<file path="src/rtl/ebi_pkg.sv">
// Shared types for the external bus interface.
package ebi_pkg;
    // Top-level sequencer state.
    typedef enum logic [1:0] {
        ST_IDLE = 2'd0,
        ST_BUS  = 2'd1,
        ST_DONE = 2'd2
    } ebi_state_t;

    // Bus mode captured per request.
    typedef struct packed {
        logic wide;   // 1: 16-bit bus, 0: 8-bit bus
        logic muxed;  // 1: address and data share the AD pins
    } ebi_mode_t;
endpackage

</file>
<file path="src/rtl/ebi_seq.sv">
// Request sequencer: takes one word request when idle, latches it, and
// steps through one (16-bit) or two (8-bit) external cycles of
// ADDR_CLKS + DATA_CLKS clocks each, then pulses completion.
// Assumes ADDR_CLKS >= 1, DATA_CLKS >= 1 and EADDR_W > DATA_W.
module ebi_seq
    import ebi_pkg::*;
#(
    parameter int EADDR_W   = 20,
    parameter int DATA_W    = 16,
    parameter int ADDR_CLKS = 2,
    parameter int DATA_CLKS = 2
) (
    input  logic               clk,
    input  logic               rst_n,
    input  logic               cfg_wide,
    input  logic               cfg_mux,
    input  logic               req_valid,
    input  logic               req_write,
    input  logic [EADDR_W-1:0] req_addr,
    input  logic [DATA_W-1:0]  req_wdata,
    output logic               req_ready,
    output logic               req_done,
    output logic               bus_act,
    output logic               addr_ph,
    output logic               first_clk,
    output logic               last_clk,
    output logic               byte_sel,
    output logic               wr_q,
    output ebi_mode_t          mode_q,
    output logic [EADDR_W-1:0] ext_addr,
    output logic [DATA_W-1:0]  dreg
);
    localparam int CYC  = ADDR_CLKS + DATA_CLKS;
    localparam int PH_W = (CYC > 2) ? $clog2(CYC) : 1;
    localparam logic [PH_W-1:0] PH_LAST  = PH_W'(CYC - 1);
    localparam logic [PH_W-1:0] PH_DATA0 = PH_W'(ADDR_CLKS);

    ebi_state_t         state;
    logic [PH_W-1:0]    ph;
    logic [EADDR_W-1:0] addr_q;

    // Advance state, phase and byte counters; latch the request on accept.
    always_ff @(posedge clk) begin
        if (!rst_n) begin
            state    <= ST_IDLE;
            ph       <= '0;
            byte_sel <= 1'b0;
            wr_q     <= 1'b0;
            mode_q   <= '0;
            addr_q   <= '0;
            dreg     <= '0;
        end else begin
            case (state)
                ST_IDLE: begin
                    if (req_valid) begin
                        state    <= ST_BUS;
                        ph       <= '0;
                        byte_sel <= 1'b0;
                        wr_q     <= req_write;
                        mode_q   <= '{wide: cfg_wide, muxed: cfg_mux};
                        addr_q   <= req_addr;
                        dreg     <= req_write ? req_wdata : '0;
                    end
                end
                ST_BUS: begin
                    if (ph == PH_LAST) begin
                        ph <= '0;
                        if (!mode_q.wide && !byte_sel) begin
                            byte_sel <= 1'b1;
                        end else begin
                            state <= ST_DONE;
                        end
                    end else begin
                        ph <= ph + 1'b1;
                    end
                end
                default: begin
                    state    <= ST_IDLE;
                    byte_sel <= 1'b0;
                end
            endcase
        end
    end

    // Decode the phase counter into strobes for the pin and capture logic.
    always_comb begin
        req_ready = (state == ST_IDLE);
        req_done  = (state == ST_DONE);
        bus_act   = (state == ST_BUS);
        addr_ph   = bus_act && (ph < PH_DATA0);
        first_clk = bus_act && (ph == '0);
        last_clk  = bus_act && (ph == PH_LAST);
    end

    // Form the external address: byte lanes split the word in 8-bit mode.
    always_comb begin
        if (mode_q.wide) begin
            ext_addr = addr_q;
        end else begin
            ext_addr = {addr_q[EADDR_W-1:1], byte_sel};
        end
    end
endmodule

</file>
<file path="src/rtl/ebi_pinmux.sv">
// Pin multiplexer: decides per mode and per phase what each AD pin,
// the upper address lines and the latch strobe carry. Purely
// combinational; assumes DATA_W is even and EADDR_W > DATA_W.
module ebi_pinmux
    import ebi_pkg::*;
#(
    parameter int EADDR_W = 20,
    parameter int DATA_W  = 16
) (
    input  logic                       bus_act,
    input  logic                       addr_ph,
    input  logic                       first_clk,
    input  logic                       wr_q,
    input  logic                       byte_sel,
    input  ebi_mode_t                  mode_q,
    input  logic [EADDR_W-1:0]         ext_addr,
    input  logic [DATA_W-1:0]          dreg,
    input  logic [DATA_W-1:0]          ad_port,
    input  logic [EADDR_W-DATA_W-1:0]  ahi_port,
    output logic [DATA_W-1:0]          a_out,
    output logic [EADDR_W-DATA_W-1:0]  ahi_out,
    output logic [DATA_W-1:0]          ad_out,
    output logic [DATA_W-1:0]          ad_oe,
    output logic                       ale
);
    localparam int BW = DATA_W / 2;

    logic [BW-1:0] byte_data;

    // Pick the byte of the latched word that the current 8-bit cycle moves.
    always_comb byte_data = byte_sel ? dreg[DATA_W-1:BW] : dreg[BW-1:0];

    // Dedicated low address bus follows the external address.
    always_comb a_out = ext_addr[DATA_W-1:0];

    // Route AD pins, upper address lines and strobe by mode and phase.
    always_comb begin
        ad_out  = ad_port;
        ad_oe   = '1;
        ahi_out = ahi_port;
        ale     = 1'b0;
        if (bus_act) begin
            ahi_out = ext_addr[EADDR_W-1:DATA_W];
            ale     = first_clk && mode_q.muxed;
            case ({mode_q.wide, mode_q.muxed})
                2'b11: begin
                    if (addr_ph) begin
                        ad_out = ext_addr[DATA_W-1:0];
                        ad_oe  = '1;
                    end else begin
                        ad_out = dreg;
                        ad_oe  = {DATA_W{wr_q}};
                    end
                end
                2'b01: begin
                    ad_out[DATA_W-1:BW] = ext_addr[DATA_W-1:BW];
                    ad_oe[DATA_W-1:BW]  = '1;
                    if (addr_ph) begin
                        ad_out[BW-1:0] = ext_addr[BW-1:0];
                        ad_oe[BW-1:0]  = '1;
                    end else begin
                        ad_out[BW-1:0] = byte_data;
                        ad_oe[BW-1:0]  = {BW{wr_q}};
                    end
                end
                2'b10: begin
                    ad_out = dreg;
                    ad_oe  = {DATA_W{wr_q}};
                end
                default: begin
                    ad_out[DATA_W-1:BW] = dreg[DATA_W-1:BW];
                    ad_oe[DATA_W-1:BW]  = '1;
                    ad_out[BW-1:0]      = byte_data;
                    ad_oe[BW-1:0]       = {BW{wr_q}};
                end
            endcase
        end
    end
endmodule

</file>
<file path="src/rtl/ebi_rdcap.sv">
// Read assembler: samples the AD pins on the last clock of a read cycle
// and places the value in the word lane the cycle belongs to. Holds its
// value across writes and idle time.
module ebi_rdcap #(
    parameter int DATA_W = 16
) (
    input  logic              clk,
    input  logic              rst_n,
    input  logic              capture,
    input  logic              wide,
    input  logic              byte_sel,
    input  logic [DATA_W-1:0] ad_in,
    output logic [DATA_W-1:0] rdata
);
    localparam int BW = DATA_W / 2;

    // Capture the whole word or one byte lane at the sampling edge.
    always_ff @(posedge clk) begin
        if (!rst_n) begin
            rdata <= '0;
        end else if (capture) begin
            if (wide) begin
                rdata <= ad_in;
            end else if (byte_sel) begin
                rdata[DATA_W-1:BW] <= ad_in[BW-1:0];
            end else begin
                rdata[BW-1:0] <= ad_in[BW-1:0];
            end
        end
    end
endmodule

</file>
<file path="src/rtl/ebi_top.sv">
// External bus interface top: joins the sequencer, pin multiplexer and
// read assembler. Only the low EADDR_W bits of the internal address
// reach the pins; the rest are dropped.
module ebi_top
    import ebi_pkg::*;
#(
    parameter int IADDR_W   = 24,
    parameter int EADDR_W   = 20,
    parameter int DATA_W    = 16,
    parameter int ADDR_CLKS = 2,
    parameter int DATA_CLKS = 2,
    localparam int HI_W     = EADDR_W - DATA_W
) (
    input  logic               clk,
    input  logic               rst_n,
    input  logic               cfg_wide,
    input  logic               cfg_mux,
    input  logic               req_valid,
    input  logic               req_write,
    input  logic [IADDR_W-1:0] req_addr,
    input  logic [DATA_W-1:0]  req_wdata,
    output logic               req_ready,
    output logic               req_done,
    output logic [DATA_W-1:0]  req_rdata,
    output logic               ext_last,
    input  logic [DATA_W-1:0]  ad_port,
    input  logic [HI_W-1:0]    ahi_port,
    output logic [DATA_W-1:0]  a_out,
    output logic [HI_W-1:0]    ahi_out,
    output logic [DATA_W-1:0]  ad_out,
    output logic [DATA_W-1:0]  ad_oe,
    input  logic [DATA_W-1:0]  ad_in,
    output logic               ale
);
    logic               bus_act;
    logic               addr_ph;
    logic               first_clk;
    logic               byte_sel;
    logic               wr_q;
    ebi_mode_t          mode_q;
    logic [EADDR_W-1:0] ext_addr;
    logic [DATA_W-1:0]  dreg;
    logic               unused_addr_hi;

    // Address bits above the external space are not bonded out.
    assign unused_addr_hi = ^req_addr[IADDR_W-1:EADDR_W];

    ebi_seq #(
        .EADDR_W  (EADDR_W),
        .DATA_W   (DATA_W),
        .ADDR_CLKS(ADDR_CLKS),
        .DATA_CLKS(DATA_CLKS)
    ) u_seq (
        .clk      (clk),
        .rst_n    (rst_n),
        .cfg_wide (cfg_wide),
        .cfg_mux  (cfg_mux),
        .req_valid(req_valid),
        .req_write(req_write),
        .req_addr (req_addr[EADDR_W-1:0]),
        .req_wdata(req_wdata),
        .req_ready(req_ready),
        .req_done (req_done),
        .bus_act  (bus_act),
        .addr_ph  (addr_ph),
        .first_clk(first_clk),
        .last_clk (ext_last),
        .byte_sel (byte_sel),
        .wr_q     (wr_q),
        .mode_q   (mode_q),
        .ext_addr (ext_addr),
        .dreg     (dreg)
    );

    ebi_pinmux #(
        .EADDR_W(EADDR_W),
        .DATA_W (DATA_W)
    ) u_pinmux (
        .bus_act  (bus_act),
        .addr_ph  (addr_ph),
        .first_clk(first_clk),
        .wr_q     (wr_q),
        .byte_sel (byte_sel),
        .mode_q   (mode_q),
        .ext_addr (ext_addr),
        .dreg     (dreg),
        .ad_port  (ad_port),
        .ahi_port (ahi_port),
        .a_out    (a_out),
        .ahi_out  (ahi_out),
        .ad_out   (ad_out),
        .ad_oe    (ad_oe),
        .ale      (ale)
    );

    ebi_rdcap #(
        .DATA_W(DATA_W)
    ) u_rdcap (
        .clk     (clk),
        .rst_n   (rst_n),
        .capture (ext_last && !wr_q),
        .wide    (mode_q.wide),
        .byte_sel(byte_sel),
        .ad_in   (ad_in),
        .rdata   (req_rdata)
    );
endmodule

</file>
<file path="config.mk">
export PLATFORM = sky130hd
export DESIGN_NAME = ebi_top
export DESIGN_NICKNAME = d
export VERILOG_FILES = /design/src/rtl/ebi_pkg.sv /design/src/rtl/ebi_seq.sv /design/src/rtl/ebi_pinmux.sv /design/src/rtl/ebi_rdcap.sv /design/src/rtl/ebi_top.sv
export SDC_FILE = /design/constraint.sdc
export NUM_CORES = 1
export LEC_CHECK = 0
export BUFFER_PORTS_ARGS = -buffer_cell sky130_fd_sc_hd__buf_4
export CORE_MARGIN = 5
export CORE_UTILIZATION = 40
export CTS_BUF_LIST = sky130_fd_sc_hd__clkbuf_4
export DETAILED_ROUTE_END_ITERATION = 7
export GPL_ROUTABILITY_DRIVEN = 0
export MAX_ROUTING_LAYER = met4
export PLACE_DENSITY = 0.83
export SYNTH_ARGS = -nofsm -noshare
export SYNTH_HDL_FRONTEND = slang
export SYNTH_SLANG_ARGS = --single-unit
</file>
<file path="constraint.sdc">
create_clock -name clk -period 2.05 [get_ports clk]
set_input_delay 0 -clock clk [delete_from_list [all_inputs] [get_ports clk]]
set_output_delay 0 -clock clk [all_outputs]
set_load 0.005 [all_outputs]
</file>
Yosys cells after proc, flatten, opt, wreduce, memory -nomap -nowiden
Cells that the tools add are included.

storage, ports and cells
  input port bits = 82
  bits in read-only memories = 0
  bits in registers = 60
  memories kept = 0
  latch bits = 0
  RAM bits = 0

operators by class
  divide/modulo/power cells = 0
  bitwise gates (word level) = 0
  reductions and logical operators = 19
  shifts and indexed selects = 0
  eq/ne operators = 11
  order comparisons = 1
  multiplexer cells = 27
  $add $sub $neg = 1
  $mul = 0

operators by type and width
  operator                                                                 number
  16-bit two-way mux                                                       6
  16-bit case mux with 3 select lines                                      2
  8-bit two-way mux                                                        5
  2-bit two-way mux                                                        5
  2-bit == test, second input constant                                     4
  2-bit case mux with 2 select lines                                       2
  2-bit AND reduction                                                      4
  1-bit logical AND                                                        6
  2-bit inequality test, second input constant                             3
  3-bit AND reduction                                                      2
  1-bit two-way mux                                                        5
  2-bit by 1-bit == test with 1-bit output, second input constant          2
  2-bit zero test                                                          2
  4-bit two-way mux                                                        1
  2-bit by 1-bit inequality test with 1-bit output, second input constant  2
  2-bit nonzero test                                                       2
  1-bit zero test                                                          3
  2-bit by 1-bit adder with 2-bit output, second input constant            1
  2-bit < comparator, second input constant                                1
  1-bit case mux with 2 select lines                                       1

Longest topological paths before layout
  depth after elaboration = 5
  gate-level depth with buffers = 6
  depth with buffers taken out = 4

By module
From an unflattened synthesis, not the netlist that was laid out.

second synthesis, totals
  cells, all modules = 426
  area total of the unflattened synthesis = 3575.9 um^2

by module, submodules not included
  module      seq. area each (um^2)  area an instance (um^2)  cells an instance  times used
  ebi_seq     880.8                  2016.9                   229                1
  ebi_pinmux  0.0                    830.8                    124                1
  ebi_rdcap   320.3                  714.4                    72                 1
  ebi_top     0.0                    13.8                     1                  1

Worst setup path before layout
OpenSTA, ideal clock, no wires.

  kind = reg-to-reg
  start point = reg u_seq.ph[0]
  end point = reg u_rdcap.rdata[10]
  setup slack = 0.599 ns
  period minus slack after synthesis = 1.451 ns
  cell stages (with the launch flop) = 7
  path buffers = 2
  data required time = 1.934 ns
  data arrival time = 1.335 ns
  cell sequence = dfxtp_1 -> ha_1 -> and4bb_1 -> buf_4 -> and2_4 -> buf_6 -> o211a_1

on the way
  word-level cells in the longest chain between the ends = 4

RTL lines
  item                                  line             text
  from (decl)                           ebi_seq.sv:39    logic [PH_W-1:0] ph;
  from (signal assigned)                ebi_seq.sv:74    ph <= ph + 1'b1;
  2-bit == test                         ebi_seq.sv:92    last_clk = bus_act && (ph == PH_LAST);
  1-bit logical AND                     ebi_seq.sv:92
  1-bit logical AND                     ebi_top.sv:101   .capture (ext_last && !wr_q),
  2-bit AND reduction (no source line)  --
  to (signal assigned)                  ebi_rdcap.sv:23  rdata <= ad_in;
  to (signal, indexed assignment)       ebi_rdcap.sv:25  rdata[DATA_W-1:BW] <= ad_in[BW-1:0];
  to (signal, indexed assignment)       ebi_rdcap.sv:27  rdata[BW-1:0] <= ad_in[BW-1:0];
  to (decl)                             ebi_rdcap.sv:13  output logic [DATA_W-1:0] rdata

No other way between the ends.
A chain may end at the register's enable or synchronous reset.

Final worst setup path
  start point = reg u_seq.state[1]
  end point = out ad_oe[6]

on the way
  word-level cells in the longest chain between the ends = 5
  elaborated cells between the ends (all ways) = 6

RTL lines
  item                                                            line                                text
  from (decl)                                                     ebi_seq.sv:38                       ebi_state_t state;
  from (signal assigned)                                          ebi_seq.sv:45                       state <= ST_IDLE;
  from (signal assigned)                                          ebi_seq.sv:56                       state <= ST_BUS;
  from (signal assigned)                                          ebi_seq.sv:71                       state <= ST_DONE;
  2-bit by 1-bit == test with 1-bit output (*)                    ebi_seq.sv:89                       bus_act = (state == ST_BUS);
  1-bit logical AND                                               ebi_seq.sv:90                       addr_ph = bus_act && (ph < PH_DATA0);
  8-bit two-way mux / 16-bit two-way mux (equally long branches)  ebi_pinmux.sv:58, ebi_pinmux.sv:47
  16-bit case mux with 3 select lines                             ebi_pinmux.sv:45                    case ({mode_q.wide, mode_q.muxed})
  16-bit two-way mux (*)                                          ebi_pinmux.sv:42                    if (bus_act) begin
  to (decl)                                                       ebi_top.sv:31                       output logic [DATA_W-1:0] ad_oe,

Every way passes the cells marked *; elsewhere a longest branch is shown, timed or not.

==> flow_summary.ini <==
[place]
port_buffers = 149
hpwlAfterDp_um = 6790

[worst_setup_path]
worst_setup_path_start_kind = flip-flop
crit_type = reg2out
crit_path_max_fanout = 10
r2r_cells = 5
critical_path_arrival_ns = 1.90
cp.required_ns = 2.05
end_kind = primary output

[finish]
drive_gt1_share_pct = 31.6
num-nets-final = 645
n_antenna_cell = 0
syn2layout_area_growth_pct = 58.9

[floorplan]
die_y_um = 98.8
core_area_um2 = 7690
num_rows = 32
die_w_um = 98.8
boundaryPins = 154
start_util_pct = 41.0
dieArea_um2 = 9760

[detailed_routing]
viasPerCell = 5.21
drtIter0Drc = 204
vias = 3481
wl_per_cell_um = 17.2
first_pass_iters = 5
wl_um = 11500
drc = 0
ant_nets = 0

[min_path]
whs_path_depth = 4
hold_path.class = in2reg

[clocking]
cts_sinks = 60
post_cts_buffers = 0
clockBufferDepth = 2
cts_buffers = 9
clk_latency_ns = 0.40
cts_tree = built
htreeDepth = 3
clockRootBuffer = clkbuf_4
clkTransAtPathRegs_ns = 0.11

[power_and_ir_drop]
power.leakage_nw = 2.23
power_density_nw_per_um2 = 588
power_mw = 2.95
ir_worst_vdd_mv = 0.374

[synth]
synthCells = 381
synth-seq-area-share_pct = 38.1
async_flop_share_pct = 0
synth_edf_count = 0
ys_ff_latch = 60
ys_types = 36
ys.flop_type = dfxtp_1
yosys_warnings = 0
syn-num-nets = 465
syn_area_um2 = 3150
avgSynthCellArea_um2 = 8.28

[timing]
finalSetupTns_ns = 0
fin_crit_ns = 1.90
rsz0062_at_grt = no
clock_skew_ns = 0.0172
fmax_ghz = 0.527
relSlewSlack_pct = 59.4
finalHoldViolCount = 0
setup_viol = 0
max_slew.worst_pin.slew_ns = 0.609
maxSlewViolCount = 0
period_share_pct = 92.6

[global_route]
grt_pass1_wl_um = 18400
grt_pass1_vias = 3605
antenna_found_initial = 0
grt_usage_pct = 24.3
grt_max_degree = 69
grt_remaining_overflow = 0

[status]
status = completed

[flow_run]
cap_violations = 0
==> registers in the layout, summed over array words and instances, names as in the netlist <==
| register | flops |
|---|---|
| u_seq.addr_q | 20 |
| u_rdcap.rdata | 16 |
| u_seq.dreg | 16 |
| u_seq.mode_q | 2 |
| u_seq.ph | 2 |
| u_seq.state | 2 |
| u_seq.byte_sel | 1 |
| u_seq.wr_q | 1 |
==> stage by stage <==
step | std cells | cell area [um2] | worst slack (ns) | util [%] | hold WS [ns]
after floorplan | 381 | 3150 | 0.599 | - | 0.0895
after global placement | 582 | 4120 | 0.531 | 53.6 | 0.247
after detailed placement | 582 | 4120 | 0.485 | 53.6 | 0.257
after CTS | 668 | 5000 | 0.0387 | 65.1 | 0.00110
after global routing | 668 | 5010 | 0.00144 | 65.2 | 0.0237
final | 668 | 5010 | 0.152 | 65.2 | 0.0121
==> layout by cell type, fill, tap and decap left out, types with 10 or more instances in the layout <==
cell type	n
buf_4	156
clkbuf_4	10
nand3_1	26
nand2_1	99
o21ai_0	14
a21boi_1	42
mux2i_1	32
dlygate4sd3_1	70
dfxtp_1	59
==> final timing paths <==
check	startpoint	to	slack, ns
max	u_seq.state[1]$_SDFFE_PN0P_	ad_oe[6]	0.15
min	ad_in[12]	u_rdcap.rdata[12]$_SDFFE_PN0P_	0.01
max reg2reg	u_seq.state[1]$_SDFFE_PN0P_	u_seq.dreg[2]$_SDFFE_PN0P_	0.16
min reg2reg	u_seq.dreg[3]$_SDFFE_PN0P_	u_seq.dreg[3]$_SDFFE_PN0P_	0.46
==> worst max-delay path: stages (launching register included) <==
cell	delay, ns
dfxtp_1	0.53
nand2b_1	0.19
a21o_1	0.30
or2_1	0.32
buf_4	0.17
==> logic make-up after synthesis <==
group / share of synthesized area, %
AOI/OAI and AO/OA: 17.9
adders and majority gates: 0.793
buffers and inverters: 12.0
DFF: 38.1
muxes: 10.5
and+or+nand+nor: 20.7
==> cell usage after synthesis (2+ instances only) <==
library cell | count | share of area (%)
buf_2 | 9 | 1.4
o21ai_1 | 2 | 0.32
clkbuf_1 | 17 | 2.0
mux2i_1 | 32 | 10
or3_1 | 2 | 0.40
a21boi_1 | 41 | 9.8
nor2b_1 | 3 | 0.60
nand3_1 | 26 | 4.1
nand2_1 | 99 | 12
ha_1 | 2 | 0.79
inv_1 | 4 | 0.48
a21oi_1 | 3 | 0.48
o21ai_0 | 14 | 2.2
buf_6 | 2 | 0.71
buf_4 | 31 | 7.4
dfxtp_1 | 60 | 38
o211a_1 | 8 | 2.5
a22oi_1 | 8 | 1.9
==> layout make-up <==
type | count | area, um2
clock buffers | 10 | 75.1
clock inverters | 6 | 103
fillers | 609 | 2680
inverters | 4 | 15.0
multi-input cells | 258 | 1590
flip-flops and latches | 60 | 1200
well taps | 102 | 128
repair buffers | 228 | 1900
==> layer usage <==
layer | up-vias | share of wire (%) | track usage, %
li1 | 1625 | - | -
met1 | 1618 | 38 | 27.0
met2 | 175 | 50 | 40.2
met3 | 63 | 6.6 | 4.67
met4 | 0 | 6.0 | 14.8
met5 | - | 0 | -
==> what timing repair did <==
item / CTS / global route
setup endpoints to repair: 0 / 17
resized for setup: 0 / 3
hold buffers: 70 / 0
hold endpoints to repair: 55 / 0
==> power breakdown <==
part,internal (mW),leakage [nW],switching [mW],total [mW]
Sequential,1.21,0.489,0.0408,1.25
Combinational,0.363,1.64,0.270,0.633
Clock,0.622,0.0955,0.439,1.06
(Power assumes the default switching activity.)
